[config.mk]
export PLATFORM = sky130hd
export DESIGN_NAME = mshr_file
export DESIGN_NICKNAME = d
export VERILOG_FILES = /design/src/rtl/mshr_pkg.sv /design/src/rtl/mshr_slot.sv /design/src/rtl/mshr_match.sv /design/src/rtl/mshr_pick.sv /design/src/rtl/mshr_file.sv
export SDC_FILE = /design/constraint.sdc
export NUM_CORES = 1
export LEC_CHECK = 0
export BUFFER_PORTS_ARGS = -buffer_cell sky130_fd_sc_hd__buf_2
export CORE_UTILIZATION = 50
export DETAILED_ROUTE_END_ITERATION = 8
export PLACE_DENSITY = 0.75
export SLEW_MARGIN = 15
export SYNTH_ARGS = -nofsm -noshare
export SYNTH_HDL_FRONTEND = slang
export SYNTH_SLANG_ARGS = --single-unit
[constraint.sdc]
create_clock -name clk -period 13.7 [get_ports clk]
set_input_delay 2.055 -clock clk [delete_from_list [all_inputs] [get_ports clk]]
set_output_delay 2.055 -clock clk [all_outputs]
set_load 0.1 [all_outputs]
[src/rtl/mshr_pkg.sv]
package mshr_pkg;

  typedef enum logic [1:0] {
    REQ_IDLE   = 2'd0,
    REQ_OPEN   = 2'd1,
    REQ_JOIN   = 2'd2,
    REQ_REFUSE = 2'd3
  } req_kind_e;

  // True when sequence number a was issued before b, with wrap-around,
  // for sequence numbers of width w (w <= 32).
  function automatic logic seq_before(input logic [31:0] a,
                                      input logic [31:0] b,
                                      input int unsigned w);
    logic [31:0] d;
    d = a - b;
    return d[w-1];
  endfunction

endpackage

[src/rtl/mshr_slot.sv]
module mshr_slot #(
  parameter int LINE_W  = 12,
  parameter int ORDER_W = 6,
  parameter int TID_W   = 4,
  parameter int MAX_TGT = 3,
  parameter int CNT_W   = 2
) (
  input  logic                     clk,
  input  logic                     rst_n,
  input  logic                     do_open,
  input  logic                     do_join,
  input  logic                     do_issue,
  input  logic                     do_free,
  input  logic [LINE_W-1:0]        in_line,
  input  logic [ORDER_W-1:0]       in_order,
  input  logic [TID_W-1:0]         in_tid,
  input  logic                     in_alloc,
  input  logic                     in_unc,
  output logic                     valid,
  output logic [LINE_W-1:0]        line,
  output logic [ORDER_W-1:0]       order,
  output logic                     alloc,
  output logic                     unc,
  output logic                     insvc,
  output logic [CNT_W-1:0]         cnt,
  output logic [MAX_TGT*TID_W-1:0] tgts
);

  logic [TID_W-1:0] tgt_q [MAX_TGT];

  always_ff @(posedge clk or negedge rst_n) begin
    if (!rst_n) begin
      valid <= 1'b0;
      line  <= '0;
      order <= '0;
      alloc <= 1'b0;
      unc   <= 1'b0;
      insvc <= 1'b0;
      cnt   <= '0;
      for (int k = 0; k < MAX_TGT; k++) tgt_q[k] <= '0;
    end else if (do_free) begin
      valid <= 1'b0;
      insvc <= 1'b0;
      cnt   <= '0;
      alloc <= 1'b0;
      unc   <= 1'b0;
    end else if (do_open) begin
      valid <= 1'b1;
      line  <= in_line;
      order <= in_order;
      alloc <= in_alloc;
      unc   <= in_unc;
      insvc <= 1'b0;
      cnt   <= CNT_W'(1);
      for (int k = 0; k < MAX_TGT; k++) tgt_q[k] <= (k == 0) ? in_tid : '0;
    end else begin
      if (do_join) begin
        for (int k = 0; k < MAX_TGT; k++)
          if (cnt == CNT_W'(k)) tgt_q[k] <= in_tid;
        cnt   <= cnt + CNT_W'(1);
        alloc <= alloc | in_alloc;
      end
      if (do_issue) insvc <= 1'b1;
    end
  end

  always_comb begin
    for (int k = 0; k < MAX_TGT; k++) tgts[k*TID_W +: TID_W] = tgt_q[k];
  end

endmodule

[src/rtl/mshr_match.sv]
module mshr_match #(
  parameter int N      = 4,
  parameter int LINE_W = 12,
  parameter int IDX_W  = 2
) (
  input  logic [N-1:0]        valid,
  input  logic [N*LINE_W-1:0] lines,
  input  logic [LINE_W-1:0]   probe,
  output logic                hit,
  output logic [IDX_W-1:0]    idx
);

  logic [N-1:0] eq;

  for (genvar i = 0; i < N; i++) begin : g_cmp
    assign eq[i] = valid[i] && (lines[i*LINE_W +: LINE_W] == probe);
  end

  always_comb begin
    hit = 1'b0;
    idx = '0;
    for (int i = N - 1; i >= 0; i--) begin
      if (eq[i]) begin
        hit = 1'b1;
        idx = IDX_W'(i);
      end
    end
  end

endmodule

[src/rtl/mshr_pick.sv]
module mshr_pick #(
  parameter int N       = 4,
  parameter int ORDER_W = 6,
  parameter int IDX_W   = 2
) (
  input  logic [N-1:0]         valid,
  input  logic [N-1:0]         insvc,
  input  logic [N*ORDER_W-1:0] orders,
  output logic                 free_any,
  output logic [IDX_W-1:0]     free_idx,
  output logic                 iss_any,
  output logic [IDX_W-1:0]     iss_idx
);

  import mshr_pkg::*;

  logic [N-1:0]       cand;
  logic [ORDER_W-1:0] best;

  assign cand = valid & ~insvc;

  always_comb begin
    free_any = 1'b0;
    free_idx = '0;
    for (int i = N - 1; i >= 0; i--) begin
      if (!valid[i]) begin
        free_any = 1'b1;
        free_idx = IDX_W'(i);
      end
    end
  end

  always_comb begin
    iss_any = 1'b0;
    iss_idx = '0;
    best    = '0;
    for (int i = 0; i < N; i++) begin
      if (cand[i] && (!iss_any ||
          seq_before(32'(orders[i*ORDER_W +: ORDER_W]), 32'(best), ORDER_W))) begin
        iss_any = 1'b1;
        iss_idx = IDX_W'(i);
        best    = orders[i*ORDER_W +: ORDER_W];
      end
    end
  end

endmodule

[src/rtl/mshr_file.sv]
module mshr_file #(
  parameter int NUM_ENTRIES = 4,
  parameter int MAX_TGT     = 3,
  parameter int ADDR_W      = 16,
  parameter int LINE_OFS    = 4,
  parameter int ORDER_W     = 6,
  parameter int TID_W       = 4,
  localparam int IDX_W      = (NUM_ENTRIES > 1) ? $clog2(NUM_ENTRIES) : 1,
  localparam int CNT_W      = $clog2(MAX_TGT + 1),
  localparam int LINE_W     = ADDR_W - LINE_OFS
) (
  input  logic                     clk,
  input  logic                     rst_n,
  input  logic                     req_valid,
  input  logic [ADDR_W-1:0]        req_addr,
  input  logic [TID_W-1:0]         req_tid,
  input  logic                     req_alloc,
  input  logic                     req_uncache,
  output logic                     look_hit,
  output logic [IDX_W-1:0]         look_idx,
  output logic                     req_taken,
  output logic                     req_merged,
  output logic [IDX_W-1:0]         req_idx,
  output logic                     blocked_full,
  output logic                     blocked_tgts,
  output logic                     iss_valid,
  output logic [IDX_W-1:0]         iss_idx,
  output logic [ADDR_W-1:0]        iss_addr,
  input  logic                     iss_ack,
  input  logic                     fill_valid,
  input  logic [IDX_W-1:0]         fill_idx,
  output logic                     fill_alloc,
  output logic [ADDR_W-1:0]        fill_addr,
  output logic [CNT_W-1:0]         fill_cnt,
  output logic [MAX_TGT*TID_W-1:0] fill_tgts
);

  import mshr_pkg::*;

  function automatic logic [LINE_W-1:0] line_of(input logic [ADDR_W-1:0] a);
    return LINE_W'(a >> LINE_OFS);
  endfunction

  function automatic logic [ADDR_W-1:0] base_of(input logic [LINE_W-1:0] l);
    return ADDR_W'(l) << LINE_OFS;
  endfunction

  // Per-entry state brought out as named wires.
  logic [NUM_ENTRIES-1:0]               ent_valid;
  logic [NUM_ENTRIES-1:0]               ent_alloc;
  logic [NUM_ENTRIES-1:0]               ent_unc;
  logic [NUM_ENTRIES-1:0]               ent_insvc;
  logic [NUM_ENTRIES*CNT_W-1:0]         ent_cnt;
  logic [NUM_ENTRIES*LINE_W-1:0]        ent_line;
  logic [NUM_ENTRIES*ORDER_W-1:0]       ent_order;
  logic [NUM_ENTRIES*MAX_TGT*TID_W-1:0] ent_tgts;

  // Internal events.
  logic [NUM_ENTRIES-1:0] ev_open, ev_join, ev_issue, ev_free;
  logic [NUM_ENTRIES-1:0] ent_at_max;

  logic [LINE_W-1:0]  probe_line;
  logic               free_any, iss_any;
  logic [IDX_W-1:0]   free_idx, pick_idx;
  logic [ORDER_W-1:0] seq_q;
  logic [CNT_W-1:0]   hit_cnt;
  logic               hit_unc;
  logic               fill_clash;
  req_kind_e          kind;

  assign probe_line = line_of(req_addr);

  mshr_match #(.N(NUM_ENTRIES), .LINE_W(LINE_W), .IDX_W(IDX_W)) u_match (
    .valid (ent_valid),
    .lines (ent_line),
    .probe (probe_line),
    .hit   (look_hit),
    .idx   (look_idx)
  );

  mshr_pick #(.N(NUM_ENTRIES), .ORDER_W(ORDER_W), .IDX_W(IDX_W)) u_pick (
    .valid    (ent_valid),
    .insvc    (ent_insvc),
    .orders   (ent_order),
    .free_any (free_any),
    .free_idx (free_idx),
    .iss_any  (iss_any),
    .iss_idx  (pick_idx)
  );

  // Request decision.
  assign hit_cnt    = ent_cnt[look_idx*CNT_W +: CNT_W];
  assign hit_unc    = ent_unc[look_idx];
  assign fill_clash = fill_valid && (fill_idx == look_idx);

  always_comb begin
    if (!req_valid)
      kind = REQ_IDLE;
    else if (look_hit)
      kind = (!hit_unc && (hit_cnt < CNT_W'(MAX_TGT)) && !fill_clash) ? REQ_JOIN : REQ_REFUSE;
    else
      kind = free_any ? REQ_OPEN : REQ_REFUSE;
  end

  assign req_taken  = (kind == REQ_OPEN) || (kind == REQ_JOIN);
  assign req_merged = (kind == REQ_JOIN);
  assign req_idx    = (kind == REQ_JOIN) ? look_idx : free_idx;

  // Sequence stamp for new entries.
  always_ff @(posedge clk or negedge rst_n) begin
    if (!rst_n) seq_q <= '0;
    else if (kind == REQ_OPEN) seq_q <= seq_q + ORDER_W'(1);
  end

  // Entry storage.
  for (genvar i = 0; i < NUM_ENTRIES; i++) begin : g_ent
    assign ev_open[i]  = (kind == REQ_OPEN) && (free_idx == IDX_W'(i));
    assign ev_join[i]  = (kind == REQ_JOIN) && (look_idx == IDX_W'(i));
    assign ev_issue[i] = iss_ack && iss_any && (pick_idx == IDX_W'(i));
    assign ev_free[i]  = fill_valid && (fill_idx == IDX_W'(i));
    assign ent_at_max[i] = ent_valid[i] &&
                           (ent_cnt[i*CNT_W +: CNT_W] == CNT_W'(MAX_TGT));

    mshr_slot #(
      .LINE_W(LINE_W), .ORDER_W(ORDER_W), .TID_W(TID_W),
      .MAX_TGT(MAX_TGT), .CNT_W(CNT_W)
    ) u_slot (
      .clk      (clk),
      .rst_n    (rst_n),
      .do_open  (ev_open[i]),
      .do_join  (ev_join[i]),
      .do_issue (ev_issue[i]),
      .do_free  (ev_free[i]),
      .in_line  (probe_line),
      .in_order (seq_q),
      .in_tid   (req_tid),
      .in_alloc (req_alloc),
      .in_unc   (req_uncache),
      .valid    (ent_valid[i]),
      .line     (ent_line[i*LINE_W +: LINE_W]),
      .order    (ent_order[i*ORDER_W +: ORDER_W]),
      .alloc    (ent_alloc[i]),
      .unc      (ent_unc[i]),
      .insvc    (ent_insvc[i]),
      .cnt      (ent_cnt[i*CNT_W +: CNT_W]),
      .tgts     (ent_tgts[i*MAX_TGT*TID_W +: MAX_TGT*TID_W])
    );
  end

  // Stall indications.
  assign blocked_full = &ent_valid;
  assign blocked_tgts = |ent_at_max;

  // Issue side.
  assign iss_valid = iss_any;
  assign iss_idx   = pick_idx;
  assign iss_addr  = base_of(ent_line[pick_idx*LINE_W +: LINE_W]);

  // Fill side.
  assign fill_alloc = ent_alloc[fill_idx];
  assign fill_addr  = base_of(ent_line[fill_idx*LINE_W +: LINE_W]);
  assign fill_cnt   = ent_cnt[fill_idx*CNT_W +: CNT_W];
  assign fill_tgts  = ent_tgts[fill_idx*MAX_TGT*TID_W +: MAX_TGT*TID_W];

endmodule

==> results.md <==
- Most frequent cells in the layout: sky130_fd_sc_hd__dfrtp_1 (150), sky130_fd_sc_hd__mux2_2 (108), sky130_fd_sc_hd__nand2_1 (84)
- Initial Util: 50.87%
- Most common flop cell mapped by yosys: sky130_fd_sc_hd__dfrtp_1
- Area share of the largest cell type after synthesis: 42.81%
- Placeable core area: 17240 µm²
- Netlist area before placement: 8768 µm²
- Vias: 6487
- Worst min path class: flip-flop to flip-flop
- Cell accounting for the most synthesized area: sky130_fd_sc_hd__dfrtp_1
- Tightest slew margin relative to the limit: 25.39%
- Maximum cell stage delay along the critical path: 0.74 ns
- Worst Tran Pin Value: 1.116 ns
- Die X-Extent: 134.4 µm
- Clock latency reported for the late side of the worst-skew pair: 0.43 ns
- Final core utilization: 57.41%
- Fraction of final layout cells with drive strength greater than 1: 30.40%
- #FFs+latches synth: 150
- Routability cong.: 0.8693
- Pin count of the biggest net entering global routing: 86
- Required time reported for the critical path endpoint: 11.64 ns
- Average size of a mapped cell: 11.03 µm²
- Sinks on the clock net: 150
- Element type at the critical path start: flip-flop
- Final Non-Filler Cells: 1090
- ANT nets after route: 0
- Via count of the first global-routing pass: 6459
- Clock Tree Buf Depth: 2
- Number of nets in the finished design: 912
- Worst setup EP type: primary output
- IO Count: 88
- Number of CTS-inserted buffers: 17
- Max Transition Viols Final: 0
- Overall die height: 134.4 µm
- Setup repair after global routing missed its margin: false
- Clock transition time at the flip-flop clock pins of the worst setup and hold paths: 0.06 ns
- Number of gates given a new drive strength after cts: 0
- Worst-path fanout max: 21
- CTS tree: yes
- CP top delay family: compound AO/OA/AOI/OAI gates
- Time the worst path needs with I/O delays and setup: 10.85 ns
- Count of flip-flops with a built-in enable after synthesis: 0
- Routed wire per std cell: 19.82 µm
- First-pass iteration count of the detailed router: 5
- Number of max-capacitance violations reported: 0
- Number of placed instances with taps included: 1058
- Final Hold Viols: 0
- Post-Route WL: 21600 µm
- GR Util All Layers: 25.28%
- Slowest stage cell on the critical path: sky130_fd_sc_hd__o211a_1
- Cell types occupying the most area after synthesis: sky130_fd_sc_hd__dfrtp_1 (43%), sky130_fd_sc_hd__mux2_2 (14%), sky130_fd_sc_hd__mux4_2 (6.9%)
- Count of buffers from port buffering: 75
- Clock Root Buffer: sky130_fd_sc_hd__clkbuf_16
- Full die area: 18070 µm²
- Initial antenna violation count: 0
- Total of warnings raised by yosys: 0
- Status: completed
- Fin Clk Skew: 0.01271 ns
- Data arrival time at the worst-slack endpoint: 8.80 ns
- Cells after synthesis: 795
- Number of cell rows: 48
- Post-synthesis sequential area ratio: 42.81%
- Layout-stage area growth over the synthesis result: 12.86%
- Combined buffer and inverter count along the critical path: 1
- Ant. Diodes: 0
- Fraction of registers with async set/reset: 100.0%
- Number of distinct library cells after synthesis: 60
- CTS HTree Levels: 4
- Crit Path Class: flip-flop to primary output
- Overflow left after global routing: 0
- Setup TNS: 0 ns
- CTS hold repair buffers: 0
- Share of the clock period used by the worst path: 79.20%
- DRC marker count from the first detailed-route iteration: 555
- Endpoints failing setup: 0
- DR vias/cell: 5.951
- Final routed DRC violation total: 0
- Number of buffers inserted by post-CTS setup repair: 0
- Global-route wire length before repair: 34600 µm
- Most common cell after layout, fill and taps aside: sky130_fd_sc_hd__dfrtp_1
- HPWL reported at the end of detailed placement: 14520 µm
- Fmax: 0.09216 GHz
## metrics by stage
stage	setup slack (ns)	area (µm²)	hold slack [ns]
3_3_place_gp	3.492	9276	0.4568
3_5_place_dp	3.287	9276	0.4705
2_1_floorplan	4.527	8795	0.4440
6_report	2.850	9896	0.4832
4_1_cts	2.839	9896	0.4833
5_1_grt	2.045	9896	0.5027
## per-layer routing
metal	track usage (%)	share of wire, %	wire length, µm
met1	34.53	44	9488
met2	39.26	48	10290
met3	5.669	6.2	1346
met4	9.863	2.2	477
met5	0	0	0
## logic make-up after synthesis
group	after synthesis	synth area share, %
simple gates	219	11.66
mux	150	22.65
fa+ha+maj	31	4.423
compound gates	111	8.419
buf+inv	69	3.524
xor+xnor	64	6.478
other cells	1	0.04277
flops	150	42.81
## synthesized netlist by cell type (5+ instances only)
master	n
sky130_fd_sc_hd__dfrtp_1	150
sky130_fd_sc_hd__mux2_2	108
sky130_fd_sc_hd__nand2_1	84
sky130_fd_sc_hd__xnor2_1	60
sky130_fd_sc_hd__nor2_1	56
sky130_fd_sc_hd__clkbuf_1	34
sky130_fd_sc_hd__ha_1	31
sky130_fd_sc_hd__mux4_2	27
sky130_fd_sc_hd__a21oi_1	26
sky130_fd_sc_hd__o21ai_0	24
sky130_fd_sc_hd__inv_1	18
sky130_fd_sc_hd__nand4_1	17
sky130_fd_sc_hd__a31oi_1	12
sky130_fd_sc_hd__nand3_1	11
sky130_fd_sc_hd__a22o_1	10
sky130_fd_sc_hd__nor3_1	10
sky130_fd_sc_hd__mux2_1	9
sky130_fd_sc_hd__nor2b_1	9
sky130_fd_sc_hd__buf_4	8
sky130_fd_sc_hd__and3_1	7
sky130_fd_sc_hd__o21a_1	7
sky130_fd_sc_hd__a22oi_1	6
sky130_fd_sc_hd__mux2i_1	6
sky130_fd_sc_hd__nor4_1	5
## sequential cells by signal, summed over array words and instances (netlist names)
| signal | cells |
|---|---|
| g_ent.u_slot.line | 48 |
| g_ent.u_slot.insvc | 4 |
| g_ent.u_slot.order | 24 |
| g_ent.u_slot.unc | 4 |
| g_ent.u_slot.valid | 4 |
| g_ent.u_slot.tgts | 48 |
| g_ent.u_slot.cnt | 8 |
| g_ent.u_slot.alloc | 4 |
| seq_q | 6 |
## cell type report
class	instances	area, µm²
clock buffer	22	474.2
clock inverter	10	145.1
multi-input combinational	583	4740
sequential	150	3754
tap	225	281.5
inverter	18	67.56
fill	1434	7341
timing repair buffer	82	434.2
## worst paths after layout
path	start	end	slack, ns	depth (start not counted)
setup / recovery	g_ent[0].u_slot.valid$_DFFE_PN0N_	iss_addr[7]	2.85	28
hold / removal	g_ent[0].u_slot.tgts[0]$_DFFE_PN0P_	g_ent[0].u_slot.tgts[0]$_DFFE_PN0P_	0.48	1
setup reg to reg	g_ent[0].u_slot.valid$_DFFE_PN0N_	g_ent[3].u_slot.insvc$_DFFE_PN0P_	5.60	27
hold reg to reg	g_ent[0].u_slot.tgts[0]$_DFFE_PN0P_	g_ent[0].u_slot.tgts[0]$_DFFE_PN0P_	0.48	1
max in group asynchronous	rst_n	g_ent[3].u_slot.line[2]$_DFFE_PN0P_	10.72	2
min in group asynchronous	rst_n	g_ent[3].u_slot.tgts[11]$_DFFE_PN0P_	1.66	1
## worst register-to-register path: stages (launching register included)
cell	delay [ns]
sky130_fd_sc_hd__dfrtp_1	0.63
sky130_fd_sc_hd__nor2b_1	0.65
sky130_fd_sc_hd__nand2_1	0.17
sky130_fd_sc_hd__ha_1	0.37
sky130_fd_sc_hd__a21oi_1	0.31
sky130_fd_sc_hd__o21ai_2	0.13
sky130_fd_sc_hd__nor2_2	0.21
sky130_fd_sc_hd__o211a_1	0.75
sky130_fd_sc_hd__a21oi_1	0.21
sky130_fd_sc_hd__ha_1	0.35
sky130_fd_sc_hd__nand4_1	0.17
sky130_fd_sc_hd__nor3_1	0.28
sky130_fd_sc_hd__nand2_1	0.08
sky130_fd_sc_hd__o21ai_1	0.25
sky130_fd_sc_hd__nor3_2	0.10
sky130_fd_sc_hd__xnor2_2	0.18
sky130_fd_sc_hd__o21ai_2	0.50
sky130_fd_sc_hd__o21ai_0	0.19
sky130_fd_sc_hd__ha_1	0.32
sky130_fd_sc_hd__a21oi_1	0.14
sky130_fd_sc_hd__nor2b_1	0.05
sky130_fd_sc_hd__o21ai_0	0.15
sky130_fd_sc_hd__nand2b_1	0.14
sky130_fd_sc_hd__nor3_1	0.22
sky130_fd_sc_hd__mux2i_1	0.13
sky130_fd_sc_hd__and4b_1	0.19
sky130_fd_sc_hd__or3_1	0.68
sky130_fd_sc_hd__o41ai_2	0.44
Power is not shown: default switching activity piles up to over one toggle a cycle in this logic, so the estimate is an artifact.
